[src/rtl/tw_pkg.sv]
package tw_pkg;
  typedef enum logic [2:0] {
    ST_IDLE, ST_CTRL, ST_AHI, ST_ALO, ST_WDATA, ST_RDATA, ST_SKIP
  } tw_state_e;
endpackage

[src/rtl/tw_line_sync.sv]
module tw_line_sync #(
  parameter int STAGES = 2
) (
  input  logic clk,
  input  logic rst_n,
  input  logic d,
  output logic q
);
  logic [STAGES-1:0] chain;
  generate
    for (genvar i = 0; i < STAGES; i++) begin : g_stage
      always_ff @(posedge clk or negedge rst_n) begin
        if (!rst_n) chain[i] <= 1'b1;
        else if (i == 0) chain[i] <= d;
        else chain[i] <= chain[(i == 0) ? 0 : i-1];
      end
    end
  endgenerate
  assign q = chain[STAGES-1];
endmodule

[src/rtl/tw_cond_detect.sv]
module tw_cond_detect (
  input  logic clk,
  input  logic rst_n,
  input  logic scl_s,
  input  logic sda_s,
  output logic scl_rise,
  output logic scl_fall,
  output logic start_c,
  output logic stop_c
);
  logic scl_q, sda_q;
  always_ff @(posedge clk or negedge rst_n) begin
    if (!rst_n) begin
      scl_q <= 1'b1;
      sda_q <= 1'b1;
    end else begin
      scl_q <= scl_s;
      sda_q <= sda_s;
    end
  end
  assign scl_rise = scl_s & ~scl_q;
  assign scl_fall = ~scl_s & scl_q;
  assign start_c  = scl_s & scl_q & sda_q & ~sda_s;
  assign stop_c   = scl_s & scl_q & ~sda_q & sda_s;
endmodule

[src/rtl/twowire_mem_slave.sv]
module twowire_mem_slave #(
  parameter int         SYNC_STAGES = 2,
  parameter int         ADDR_W      = 13,
  parameter int         PAGE_W      = 6,
  parameter logic [3:0] DEV_CODE    = 4'b1010
) (
  input  logic              clk,
  input  logic              rst_n,
  input  logic [2:0]        strap_sel,
  input  logic              busy,
  input  logic              scl_in,
  input  logic              sda_in,
  output logic              sda_oe,
  output logic              wr_valid,
  input  logic              wr_ready,
  output logic [ADDR_W-1:0] wr_addr,
  output logic [7:0]        wr_data,
  output logic              wr_commit,
  output logic              rd_req_valid,
  input  logic              rd_req_ready,
  output logic [ADDR_W-1:0] rd_addr,
  input  logic              rd_rsp_valid,
  input  logic [7:0]        rd_rsp_data
);
  import tw_pkg::*;

  localparam int HI_BITS = ADDR_W - 8;

  logic scl_s, sda_s;
  logic scl_rise, scl_fall, start_c, stop_c;

  tw_line_sync #(.STAGES(SYNC_STAGES)) u_sync_scl (
    .clk(clk), .rst_n(rst_n), .d(scl_in), .q(scl_s));
  tw_line_sync #(.STAGES(SYNC_STAGES)) u_sync_sda (
    .clk(clk), .rst_n(rst_n), .d(sda_in), .q(sda_s));

  tw_cond_detect u_cond (
    .clk(clk), .rst_n(rst_n), .scl_s(scl_s), .sda_s(sda_s),
    .scl_rise(scl_rise), .scl_fall(scl_fall),
    .start_c(start_c), .stop_c(stop_c));

  tw_state_e         state;
  logic [3:0]        bit_cnt;
  logic [7:0]        sh;
  logic [6:0]        tx_sh;
  logic [7:0]        tx_byte;
  logic [ADDR_W-1:0] ptr;
  logic              in_ack, rd_first, mack, wrote;

  assign rd_addr = ptr;

  always_ff @(posedge clk or negedge rst_n) begin
    if (!rst_n) begin
      state        <= ST_IDLE;
      bit_cnt      <= '0;
      sh           <= '0;
      tx_sh        <= '0;
      tx_byte      <= '0;
      ptr          <= '0;
      in_ack       <= 1'b0;
      rd_first     <= 1'b0;
      mack         <= 1'b0;
      wrote        <= 1'b0;
      sda_oe       <= 1'b0;
      wr_valid     <= 1'b0;
      wr_addr      <= '0;
      wr_data      <= '0;
      wr_commit    <= 1'b0;
      rd_req_valid <= 1'b0;
    end else begin
      wr_commit <= 1'b0;
      if (wr_valid && wr_ready) wr_valid <= 1'b0;
      if (rd_req_valid && rd_req_ready) begin
        rd_req_valid <= 1'b0;
        ptr          <= ptr + ADDR_W'(1);
      end
      if (rd_rsp_valid) tx_byte <= rd_rsp_data;

      if (start_c) begin
        state    <= ST_CTRL;
        bit_cnt  <= '0;
        in_ack   <= 1'b0;
        rd_first <= 1'b0;
        sda_oe   <= 1'b0;
      end else if (stop_c) begin
        state  <= ST_IDLE;
        in_ack <= 1'b0;
        sda_oe <= 1'b0;
        if (wrote) wr_commit <= 1'b1;
        wrote  <= 1'b0;
      end else if (state != ST_IDLE && state != ST_SKIP) begin
        if (scl_rise) begin
          bit_cnt <= (bit_cnt == 4'd8) ? 4'd0 : bit_cnt + 4'd1;
          if (bit_cnt < 4'd8 && state != ST_RDATA) sh <= {sh[6:0], sda_s};
          if (in_ack && state == ST_RDATA && !rd_first) begin
            mack <= ~sda_s;
            if (!sda_s) rd_req_valid <= 1'b1;
          end
        end
        if (scl_fall) begin
          if (in_ack) begin
            in_ack   <= 1'b0;
            rd_first <= 1'b0;
            if (state == ST_RDATA && (rd_first || mack)) begin
              tx_sh  <= tx_byte[6:0];
              sda_oe <= ~tx_byte[7];
            end else begin
              sda_oe <= 1'b0;
              if (state == ST_RDATA) state <= ST_SKIP;
            end
          end else if (bit_cnt == 4'd8) begin
            in_ack <= 1'b1;
            sda_oe <= 1'b0;
            unique case (state)
              ST_CTRL: begin
                if (sh[7:4] == DEV_CODE && sh[3:1] == strap_sel && !busy) begin
                  sda_oe <= 1'b1;
                  if (sh[0]) begin
                    state        <= ST_RDATA;
                    rd_first     <= 1'b1;
                    rd_req_valid <= 1'b1;
                  end else begin
                    state <= ST_AHI;
                  end
                end else begin
                  state <= ST_SKIP;
                end
              end
              ST_AHI: begin
                if (!busy && sh[7:HI_BITS] == '0) begin
                  sda_oe            <= 1'b1;
                  ptr[ADDR_W-1:8]   <= sh[HI_BITS-1:0];
                  state             <= ST_ALO;
                end else begin
                  state <= ST_SKIP;
                end
              end
              ST_ALO: begin
                if (!busy) begin
                  sda_oe    <= 1'b1;
                  ptr[7:0]  <= sh;
                  state     <= ST_WDATA;
                end else begin
                  state <= ST_SKIP;
                end
              end
              ST_WDATA: begin
                if (!busy && !(wr_valid && !wr_ready)) begin
                  sda_oe              <= 1'b1;
                  wr_valid            <= 1'b1;
                  wr_addr             <= ptr;
                  wr_data             <= sh;
                  ptr[PAGE_W-1:0]     <= ptr[PAGE_W-1:0] + PAGE_W'(1);
                  wrote               <= 1'b1;
                end
              end
              default: ;
            endcase
          end else if (state == ST_RDATA) begin
            sda_oe <= ~tx_sh[6];
            tx_sh  <= {tx_sh[5:0], 1'b0};
          end
        end
      end
    end
  end
endmodule

[config.mk]
export PLATFORM = sky130hd
export DESIGN_NAME = twowire_mem_slave
export DESIGN_NICKNAME = d
export VERILOG_FILES = /design/src/rtl/tw_pkg.sv /design/src/rtl/tw_line_sync.sv /design/src/rtl/tw_cond_detect.sv /design/src/rtl/twowire_mem_slave.sv
export SDC_FILE = /design/constraint.sdc
export NUM_CORES = 1
export LEC_CHECK = 0
export BUFFER_PORTS_ARGS = -buffer_cell sky130_fd_sc_hd__buf_4
export CAP_MARGIN = 5
export CORE_ASPECT_RATIO = 1.1
export CORE_MARGIN = 8
export CORE_UTILIZATION = 51
export DETAILED_ROUTE_END_ITERATION = 8
export GPL_ROUTABILITY_DRIVEN = 0
export PLACE_DENSITY = 0.83
export SLEW_MARGIN = 20
export SYNTH_ARGS = -nofsm -noshare
export SYNTH_HDL_FRONTEND = slang
export SYNTH_SLANG_ARGS = --single-unit
[constraint.sdc]
create_clock -name clk -period 1.9 [get_ports clk]
set_input_delay 0.095 -clock clk [delete_from_list [all_inputs] [get_ports clk]]
set_output_delay 0.095 -clock clk [all_outputs]
set_load 0.02 [all_outputs]
==> Word level (Yosys, flattened, before mapping) <==
Index checks and enable logic that the tools add are counted.
{ "totals": {"ff_bits": 78, "input_bits": 19, "output_inout_bits": 38} }
{ "op_classes": {"add_sub_neg": 3, "n_lt_le_gt_ge": 1, "eq_ne": 16, "n_mux": 95, "bitwise_logic": 16, "reduce_logical": 47} }
{ "ops": {"columns": ["op", "n"], "rows": [
  ["2-to-1 mux 13 bit", 7],
  ["2-to-1 mux 1 bit", 59],
  ["2-to-1 mux 3 bit", 11],
  ["2-to-1 mux 7 bit", 4],
  ["AND reduction 7 bit", 3],
  ["nonzero test 3 bit", 7],
  ["2-to-1 mux 4 bit", 5],
  ["nonzero test 2 bit", 9],
  ["adder 13 x 1 -> 13 bit, second input constant", 1],
  ["logical AND 1 bit", 12],
  ["case mux 6 bit (2 select lines)", 1],
  ["2-to-1 mux 5 bit", 2],
  ["AND reduction 5 bit", 2],
  ["inverter 1 bit", 9],
  ["case mux 3 bit (3 select lines)", 1],
  ["equality test 4 bit, second input constant", 2],
  ["2-to-1 mux 8 bit", 1],
  ["AND reduction 8 bit", 1],
  ["bitwise AND 1 bit", 7],
  ["adder 6 x 1 -> 6 bit, second input constant", 1],
  ["equality test 3 x 2 -> 1 bit, second input constant", 2],
  ["equality test 3 bit, second input constant", 2],
  ["2-to-1 mux 6 bit", 1],
  ["!= test 2 bit, second input constant", 3],
  ["19 further kinds", 25]
]} }

==> Depth between registers and ports, before layout <==
Gate-level depths: netlist of the first run.
{ "logic_depth": {"word_depth": 14, "depth_mapped": 8, "depth_no_buf": 7} }

==> Hierarchy <==
From an unflattened synthesis of the first run, not the netlist that was laid out.
{ "hier_totals": {"hier_cells": 328, "area_unflattened_um2": 3871.2} }
{ "modules_own_cells": {"columns": ["mod", "n_inst", "cells_each", "area_per_inst_um2", "seq_area_each_um2"], "rows": [
  ["twowire_mem_slave", 1, 318, 3681.0, 1801.7],
  ["tw_line_sync", 2, 2, 52.6, 52.6],
  ["tw_cond_detect", 1, 6, 85.1, 52.6]
]} }

==> Worst setup path before layout of the first run <==
Ideal clock, no wire load.
{ "synth_path": {"path_type": "register to register", "startpoint": "reg bit_cnt[0]", "endpoint": "reg state[0]", "setup_time_ns": 0.128, "t_arrival_ns": 1.816, "required_ns": 1.772, "slack_ns": -0.043, "stages_incl_launch_ff": 8, "cell_sequence": "dfrtp_1 inv_1 ha_1 nand3b_1 or4_1 a21oi_1 a31oi_1 mux2_1"} }
{ "synth_between": {"elab_chain_cells": 3} }
{ "synth_rtl": {"columns": ["element", "line_no", "source"], "rows": [
  ["start, declared", "twowire_mem_slave.sv:43", "logic [3:0] bit_cnt;"],
  ["start signal, assigned", "twowire_mem_slave.sv:93", "bit_cnt <= (bit_cnt == 4'd8) ? 4'd0 : bit_cnt + 4'd1;"],
  ["equality test 4 bit", "twowire_mem_slave.sv:111", "end else if (bit_cnt == 4'd8) begin"],
  ["nonzero test 4 bit (no line)", null, null],
  ["AND reduction 6 bit (no line)", null, null],
  ["end signal, assigned", "twowire_mem_slave.sv:109", "if (state == ST_RDATA) state <= ST_SKIP;"],
  ["end signal, assigned", "twowire_mem_slave.sv:119", "state <= ST_RDATA;"],
  ["end signal, assigned", "twowire_mem_slave.sv:123", "state <= ST_AHI;"],
  ["end, declared", "twowire_mem_slave.sv:42", "tw_state_e state;"]
]} }
No other way between the ends.
A chain may end at the register's enable or synchronous reset.

==> Worst setup path after layout of the first run <==
{ "layout_path": {"startpoint": "reg bit_cnt[1]", "endpoint": "reg state[0]"} }
Same word-level chain as after synthesis.

==> results of run 1 <==
[flip-flops by register name (all words and copies together) (netlist names), 3 cells and up]
register  cells
bit_cnt       4
rd_addr      13
sh            8
state         3
tx_byte       8
tx_sh         7
wr_addr      13
wr_data       8
[cell usage after synthesis, drive strengths merged, types with 2 or more instances]
cell type	n
a21oi	9
o21ai	15
xor2	6
a22oi	5
a31oi	3
nor2	20
dfrtp	72
and2	2
or2	2
mux2	39
nand2	27
dfstp	6
nand4	6
o31ai	6
o311ai	3
nor3	3
or3	5
nand2b	7
and3b	2
xnor2	14
nor3b	2
inv	12
nor4	4
nand3	8
nand3b	3
clkbuf	5
o22ai	5
ha	3
mux2i	7
or4	4
buf	7
[power by group]
part           internal (uW)  total [uW]  switching, uW
registers               1830        2050            224
logic                    529        1050            521
clock network            639        1230            588
total                   3000        4330           1330
[routing by layer]
layer  track usage (%)  vias up  routed length [um]
li1                  -     1382                   -
met1              19.8     1482                3580
met2              32.0      151                5020
met3              6.00       32                 701
met4              10.6        0                 378
met5                 0        -                   0
[logic make-up after synthesis]
group,after synthesis
simple gates,99
flops,78
compound gates,56
mux,46
buf+inv,24
xor+xnor,20
fa+ha+maj,3
[per-stage QoR]
| stage | hold WS, ns | area (um2) | util, % |
|---|---|---|---|
| after floorplan | -0.201 | 3750 | - |
| after global routing | 0.0444 | 4970 | 70.1 |
| final | 0.0257 | 4970 | 70.1 |
| after global placement | 0.0600 | 4510 | 63.7 |
| after CTS | 0.0248 | 4870 | 68.8 |
| after detailed placement | 0.0670 | 4510 | 63.7 |
[timing repair]
item | 4_1_cts | 5_1_grt
pin swaps | 4 | 12
hold buffers | 11 | 0
endpoints found under the hold margin | 36 | 0
gates resized for setup | 9 | 17
cloned | 1 | 0
endpoints found under the setup margin | 11 | 20
buffers inserted | 2 | 4
[critical path, cell delays in order, from the launching register on]
cell	delay (ns)
sky130_fd_sc_hd__dfrtp_1	0.38
sky130_fd_sc_hd__inv_1	0.08
sky130_fd_sc_hd__ha_2	0.19
sky130_fd_sc_hd__nand3b_1	0.12
sky130_fd_sc_hd__or4_4	0.55
sky130_fd_sc_hd__a21oi_4	0.21
sky130_fd_sc_hd__a31oi_4	0.06
sky130_fd_sc_hd__mux2_4	0.32
[final timing paths]
path	from	to	slack (ns)	cells past startpoint
worst max-delay path	bit_cnt[1]	state[0]	-0.12	7
worst min-delay path	rd_req_ready	rd_req_valid	0.03	2
worst max register to register	bit_cnt[1]	state[0]	-0.12	7
worst min register to register	u_sync_scl.chain[0]	u_sync_scl.q	0.36	0
max in group asynchronous	rst_n	tx_sh[4]	1.08	3
min in group asynchronous	rst_n	wr_addr[12]	0.24	2
[final cells by class]
type | instances | area [um2] | share of cell area (%)
flip-flops and latches | 78 | 1960 | 39.5
clock inverters | 4 | 47.5 | 0.957
clock buffers | 12 | 145 | 2.92
inverters | 12 | 45.0 | 0.907
well taps | 85 | 106 | 2.14
repair buffers | 110 | 896 | 18.0
multi-input cells | 224 | 1770 | 35.6
==> implementation parameters, run 1 <==
Parameter                              Value

STA
  Transition time at the pin with the least slew margin    0.440 ns
  Achievable Freq    0.495 GHz
  Minimum clock period after layout    2.02 ns
  Final setup skew    0.00699 ns
  Period utilization    106%
  Slew Viols, Final    0
  Endpoints failing hold    0
  Max transition margin    70.7%
  Fin worst setup slack    -0.120 ns
  Unrepaired setup endpoints after global routing    true
  Final number of setup-violating endpoints    19
  Post-Route Setup TNS    -0.842 ns

Global route
  Sum of overflow across all layers after global routing    0
  Pin count of the biggest net entering global routing    47
  Via count of the first global-routing pass    3201
  Total global-route track usage    18.6%
  Antenna violations before repair    0
  Global-route wire length before repair    15400 um

Synth
  Synthesized Nets    348
  Arithmetic-cell share of the synthesized area counting full adders, half adders and majority gates    1.00%
  Largest family of logic cells by synthesized area    simple AND/OR/NAND/NOR gates
  Top_reg_cell synth    sky130_fd_sc_hd__dfrtp_1
  Simple-gate share of the synthesized area    14.3%
  Top-area cell type share of the netlist area    48.1%
  Post-synthesis instance total    326
  Compound-gate portion of the synthesized area    11.0%
  Post-synthesis instance area    3750 um2
  Number of enable flip-flop cells after synthesis    0
  Post-Synth XOR/XNOR Area    4.67%
  Synthesized area divided by synthesized cell count    11.5 um2
  Netlist cell types    54
  Count of warnings emitted by yosys    0
  Synthesis-stage register bit count    78
  Ranking of synthesized cells by area    sky130_fd_sc_hd__dfrtp_1, sky130_fd_sc_hd__mux2_2, sky130_fd_sc_hd__dfstp_2
  Portion of the post-synthesis area used by sequential elements    52.3%
  Share of cell area taken by muxes after synthesis    13.6%
  Fraction of registers with async set or reset after synthesis    100%
  Yosys top cell by area    sky130_fd_sc_hd__dfrtp_1

Power and ir drop
  Lkg Pwr    0.00227 uW
  Peak supply drop    0.000483 V
  Power Density    872 nW/um2
  Final Power    4330 uW

CTS
  Root buf cell    sky130_fd_sc_hd__clkbuf_8
  Max Root-Sink Buffers    2
  Clock tree from TritonCTS    built
  H-tree depth reported by CTS    3
  # clock sinks    78
  Skew-Pair Late Insertion Delay    0.35 ns
  Number of clock buffers inserted by TritonCTS    9
  Clock-pin slew of the registers on the worst-case setup and hold paths    0.08 ns

Final layout
  Fraction of final layout cells sized beyond drive strength 1    42.7%
  Most common cell after layout, fill and taps aside    sky130_fd_sc_hd__buf_4
  Commonest cells after routing, fill and taps aside    sky130_fd_sc_hd__buf_4, sky130_fd_sc_hd__dfrtp_1, sky130_fd_sc_hd__mux2_2
  Total Nets Final    457
  Count of inserted antenna diode cells    0
  Cell Count, Final, Fillers Out    525
  Filler cell count in the final layout    509
  Layout-stage area growth over the synthesis result    32.5%

Place
  HPWL after DPL    6630 um
  Worst slack, placed    -0.0951 ns
  I/O Buffers    56
  Cell count after placement    491

Critical path
  Peak fanout along the critical path    3
  Element type at the critical path end    flop
  Worst path required time    2.13 ns
  Arrival @ worst endpoint    2.25 ns
  Critical setup path kind    reg2reg
  Type of element launching the critical path    flop

Floorplan
  Overall die area    10400 um2
  Horizontal die dimension    97.7 um
  Initial Util    52.9%
  Count of standard-cell rows    32
  Io pins    57
  Vertical extent of the die    106 um
  Core area    7090 um2

Drt
  Vias    3047
  Routed wire length per instance    18.4 um
  Per-cell via count in the routed design    5.80
  DRC violation count after routing    0
  Count of TritonRoute iterations in the first routing pass    4
  Number of antenna-violating nets in the routed design    0
  Drt initial violations    239
  Routed wire length    9690 um

Status
  Run status    finished with violations
  Violations in the final reports    negative setup slack

Hold path
  Worst min-delay path category    in2reg

Job
  Count of maximum capacitance violations    0
Power figures use the tool's default switching activity.
==> inputs of run 2 (changes only) <==
Settings changed: ABC_AREA from default to 1, CORE_UTILIZATION 51 to 40, PLACE_DENSITY 0.83 to 0.66.
Clock period 1.9 ns to 2.5 ns, I/O delays scaled along.
==> run 2 against run 1 <==
  * The flow now finishes without violations
  * Register-to-register slack improved by 0.65 ns
  * Core utilization fell by 20 points
  * Setup slack improved by 0.65 ns
  * Global-route usage fell by 4.6 points
  * First-iteration DRC count fell by 36%
  * Area after synthesis rose by 2.7%
  * Sequential share of layout area rose by 2.3 points
  * Final cell count rose by 26%
  * Clock skew rose by 0.0075 ns
  * Via count rose by 6.6%
  * Critical path type unchanged
  * Critical endpoint is now wr_addr[0]
  * Largest power group unchanged
==> implementation parameters, run 2 <==
Parameter                              Value

Status
  Run status    finished clean

Final layout
  Count of inserted antenna diode cells    0 (unchanged)
  Layout-stage area growth over the synthesis result    21.7%
  Fraction of final layout cells sized beyond drive strength 1    21.2% (-22 points)
  Commonest cells after routing, fill and taps aside    sky130_fd_sc_hd__nand2_1, sky130_fd_sc_hd__dfrtp_1, sky130_fd_sc_hd__buf_4
  Total Nets Final    560 (+23%)
  Most common cell after layout, fill and taps aside    sky130_fd_sc_hd__nand2_1

Synth
  Leading post-synthesis cells by instance count    sky130_fd_sc_hd__nand2_1, sky130_fd_sc_hd__dfrtp_1, sky130_fd_sc_hd__inv_1
  Netlist cell types    35 (-35%)
  Fraction of registers with async set or reset after synthesis    100% (unchanged)
  Synthesized Nets    489 (+41%)
  Post-synthesis instance area    3850 um2 (+2.7%)
  Synthesis-stage register bit count    78 (unchanged)
  Portion of the post-synthesis area used by sequential elements    50.9% (-1.4 points)
  Yosys top cell by area    sky130_fd_sc_hd__dfrtp_1
  Top_reg_cell synth    sky130_fd_sc_hd__dfrtp_1
  Top-area cell type share of the netlist area    46.8% (-1.3 points)
  Count of warnings emitted by yosys    0 (unchanged)
  Ranking of synthesized cells by area    sky130_fd_sc_hd__dfrtp_1, sky130_fd_sc_hd__nand2_1, sky130_fd_sc_hd__inv_1
  Post-synthesis instance total    467 (+43%)
  Top-count cell post-synth    sky130_fd_sc_hd__nand2_1
  Number of enable flip-flop cells after synthesis    0 (unchanged)
  Synthesized area divided by synthesized cell count    8.25 um2 (-28%)

Floorplan
  Io pins    57 (unchanged)
  Initial Util    41.2% (-12 points)
  Count of standard-cell rows    37 (+16%)
  Core area    9350 um2 (+32%)
  Horizontal die dimension    110 um (+12%)
  Overall die area    13000 um2 (+26%)
  Vertical extent of the die    119 um (+12%)

Critical path
  Type of element launching the critical path    flop
  Critical setup path kind    reg2reg
  Worst setup startpoint    bit_cnt[0]
  Worst path required time    2.74 ns (+0.61 ns)
  Launching point of the worst reg2reg path    bit_cnt[0]
  Peak fanout along the critical path    18 (+15)
  Arrival @ worst endpoint    2.21 ns (-0.04 ns)
  Element type at the critical path end    flop

Drt
  Count of TritonRoute iterations in the first routing pass    4 (unchanged)
  Routed wire length per instance    13.4 um (-28%)
  Per-cell via count in the routed design    4.92 (-15%)
  DRC violation count after routing    0 (unchanged)
  Drt initial violations    154 (-36%)
  Number of antenna-violating nets in the routed design    0 (unchanged)
  Vias    3248 (+6.6%)
  Routed wire length    8820 um (-8.9%)

CTS
  Clock-pin slew of the registers on the worst-case setup and hold paths    0.08 ns (about the same)
  Post-cts repair resize count    0 (-9)
  # clock sinks    78 (unchanged)
  Root buf cell    sky130_fd_sc_hd__clkbuf_8
  Clock tree from TritonCTS    built
  Hold buffer count at cts    11 (unchanged)
  H-tree depth reported by CTS    3 (unchanged)
  Number of clock buffers inserted by TritonCTS    9 (unchanged)
  Setup Buffers After CTS    0 (-2)
  Max Root-Sink Buffers    2 (unchanged)
  Skew-Pair Late Insertion Delay    0.35 ns (about the same)

Global route
  Antenna violations before repair    0 (unchanged)
  Global-route wire length before repair    14800 um (-3.8%)
  Sum of overflow across all layers after global routing    0 (unchanged)
  Pin count of the biggest net entering global routing    79 (+68%)
  Total global-route track usage    14.0% (-4.6 points)
  Via count of the first global-routing pass    3220 (+0.59%)

Hold path
  Worst min-delay path category    in2reg
  Hold wc startpoint    wr_ready

STA
  Endpoints failing hold    0 (unchanged)
  Final setup skew    0.0144 ns (+0.00746 ns)
  Minimum clock period after layout    1.97 ns (-0.0477 ns)
  Max transition margin    35.9% (-35 points)
  Achievable Freq    0.507 GHz (+2.4%)
  Post-Route Setup TNS    0 ns (+0.842 ns)
  Period utilization    78.9% (-27 points)
  Unrepaired setup endpoints after global routing    false
  Slew Viols, Final    0 (unchanged)
  Transition time at the pin with the least slew margin    0.961 ns (+0.521 ns)
  Final number of setup-violating endpoints    0 (-19)

Place
  HPWL after DPL    6610 um (-0.24%)
  I/O Buffers    56 (unchanged)

Power and ir drop
  Peak supply drop    0.000318 V (-34%)
  Power Density    738 nW/um2 (-15%)
  Lkg Pwr    0.00237 uW (+4.3%)
  Final Power    3460 uW (-20%)

Job
  Count of maximum capacitance violations    0 (unchanged)
run 2: area by class of cell:
class	count	area [um2]
Fill cell	895	4660
Sequential cell	78	1960
Multi-Input combinational cell	314	1600
Timing Repair Buffer	69	546
Inverter	66	248
Clock buffer	11	151
Tap cell	117	146
Clock inverter	5	40.0
run 2: worst max-delay path, cell delays in order, from the launching register on:
cell and delay [ns]:
sky130_fd_sc_hd__dfrtp_1 0.40, sky130_fd_sc_hd__inv_1 0.09, sky130_fd_sc_hd__ha_1 0.15, sky130_fd_sc_hd__nand2_1 0.08
sky130_fd_sc_hd__nor2_4 0.17, sky130_fd_sc_hd__nand2_2 0.10, sky130_fd_sc_hd__inv_2 0.10, sky130_fd_sc_hd__nand3_2 0.31
sky130_fd_sc_hd__buf_4 0.33, sky130_fd_sc_hd__nand2_1 0.07, sky130_fd_sc_hd__o21ai_1 0.06
run 2: kinds of logic (layout without fill, tap and decap cells):
group,count (synthesis),in the layout,share of synthesized area [%]
DFF,78,78,50.9
muxes,10,10,3.12
adders and majority gates,3,3,0.975
xor gates and xnor gates,9,9,2.05
AOI/OAI and AO/OA,81,81,11.1
buffers and inverters,75,151,7.63
and+or+nand+nor,211,211,24.2
run 2: worst paths after layout:
kind,end,slack (ns),cells after the start
max in group asynchronous,tx_byte[0],1.41,2
min reg2reg,u_sync_scl.q,0.36,0
min in group asynchronous,wr_data[2],0.46,2
max reg2reg,wr_addr[0],0.53,10
min,wr_valid,0.06,4
max,wr_addr[0],0.53,10
run 2: per-layer routing:
layer	global-route usage, %	routed length, um	vias to the layer above
li1	-	-	1650
met2	23.2	4300	85
met5	0	0	-
met1	17.0	3860	1503
met3	2.75	545	10
met4	6.34	122	0
run 2: stage by stage:
step                      cells  area [um2]  hold WS, ns  setup WS (ns)  util (%)
after global routing        660        4690       0.0895          0.352      50.1
after floorplan             467        3850       -0.171          0.865         -
final                       660        4690       0.0602          0.528      50.1
after CTS                   660        4690       0.0482          0.505      50.1
after detailed placement    633        4390        0.234          0.519      46.9
after global placement      633        4390        0.234          0.582      46.9
run 2: power by group:
group	leakage [uW]	switching, uW	internal (uW)
sequential	0.000991	186	1440
combinational	0.00128	597	324
clock	0.000100	491	424
total	0.00237	1270	2190
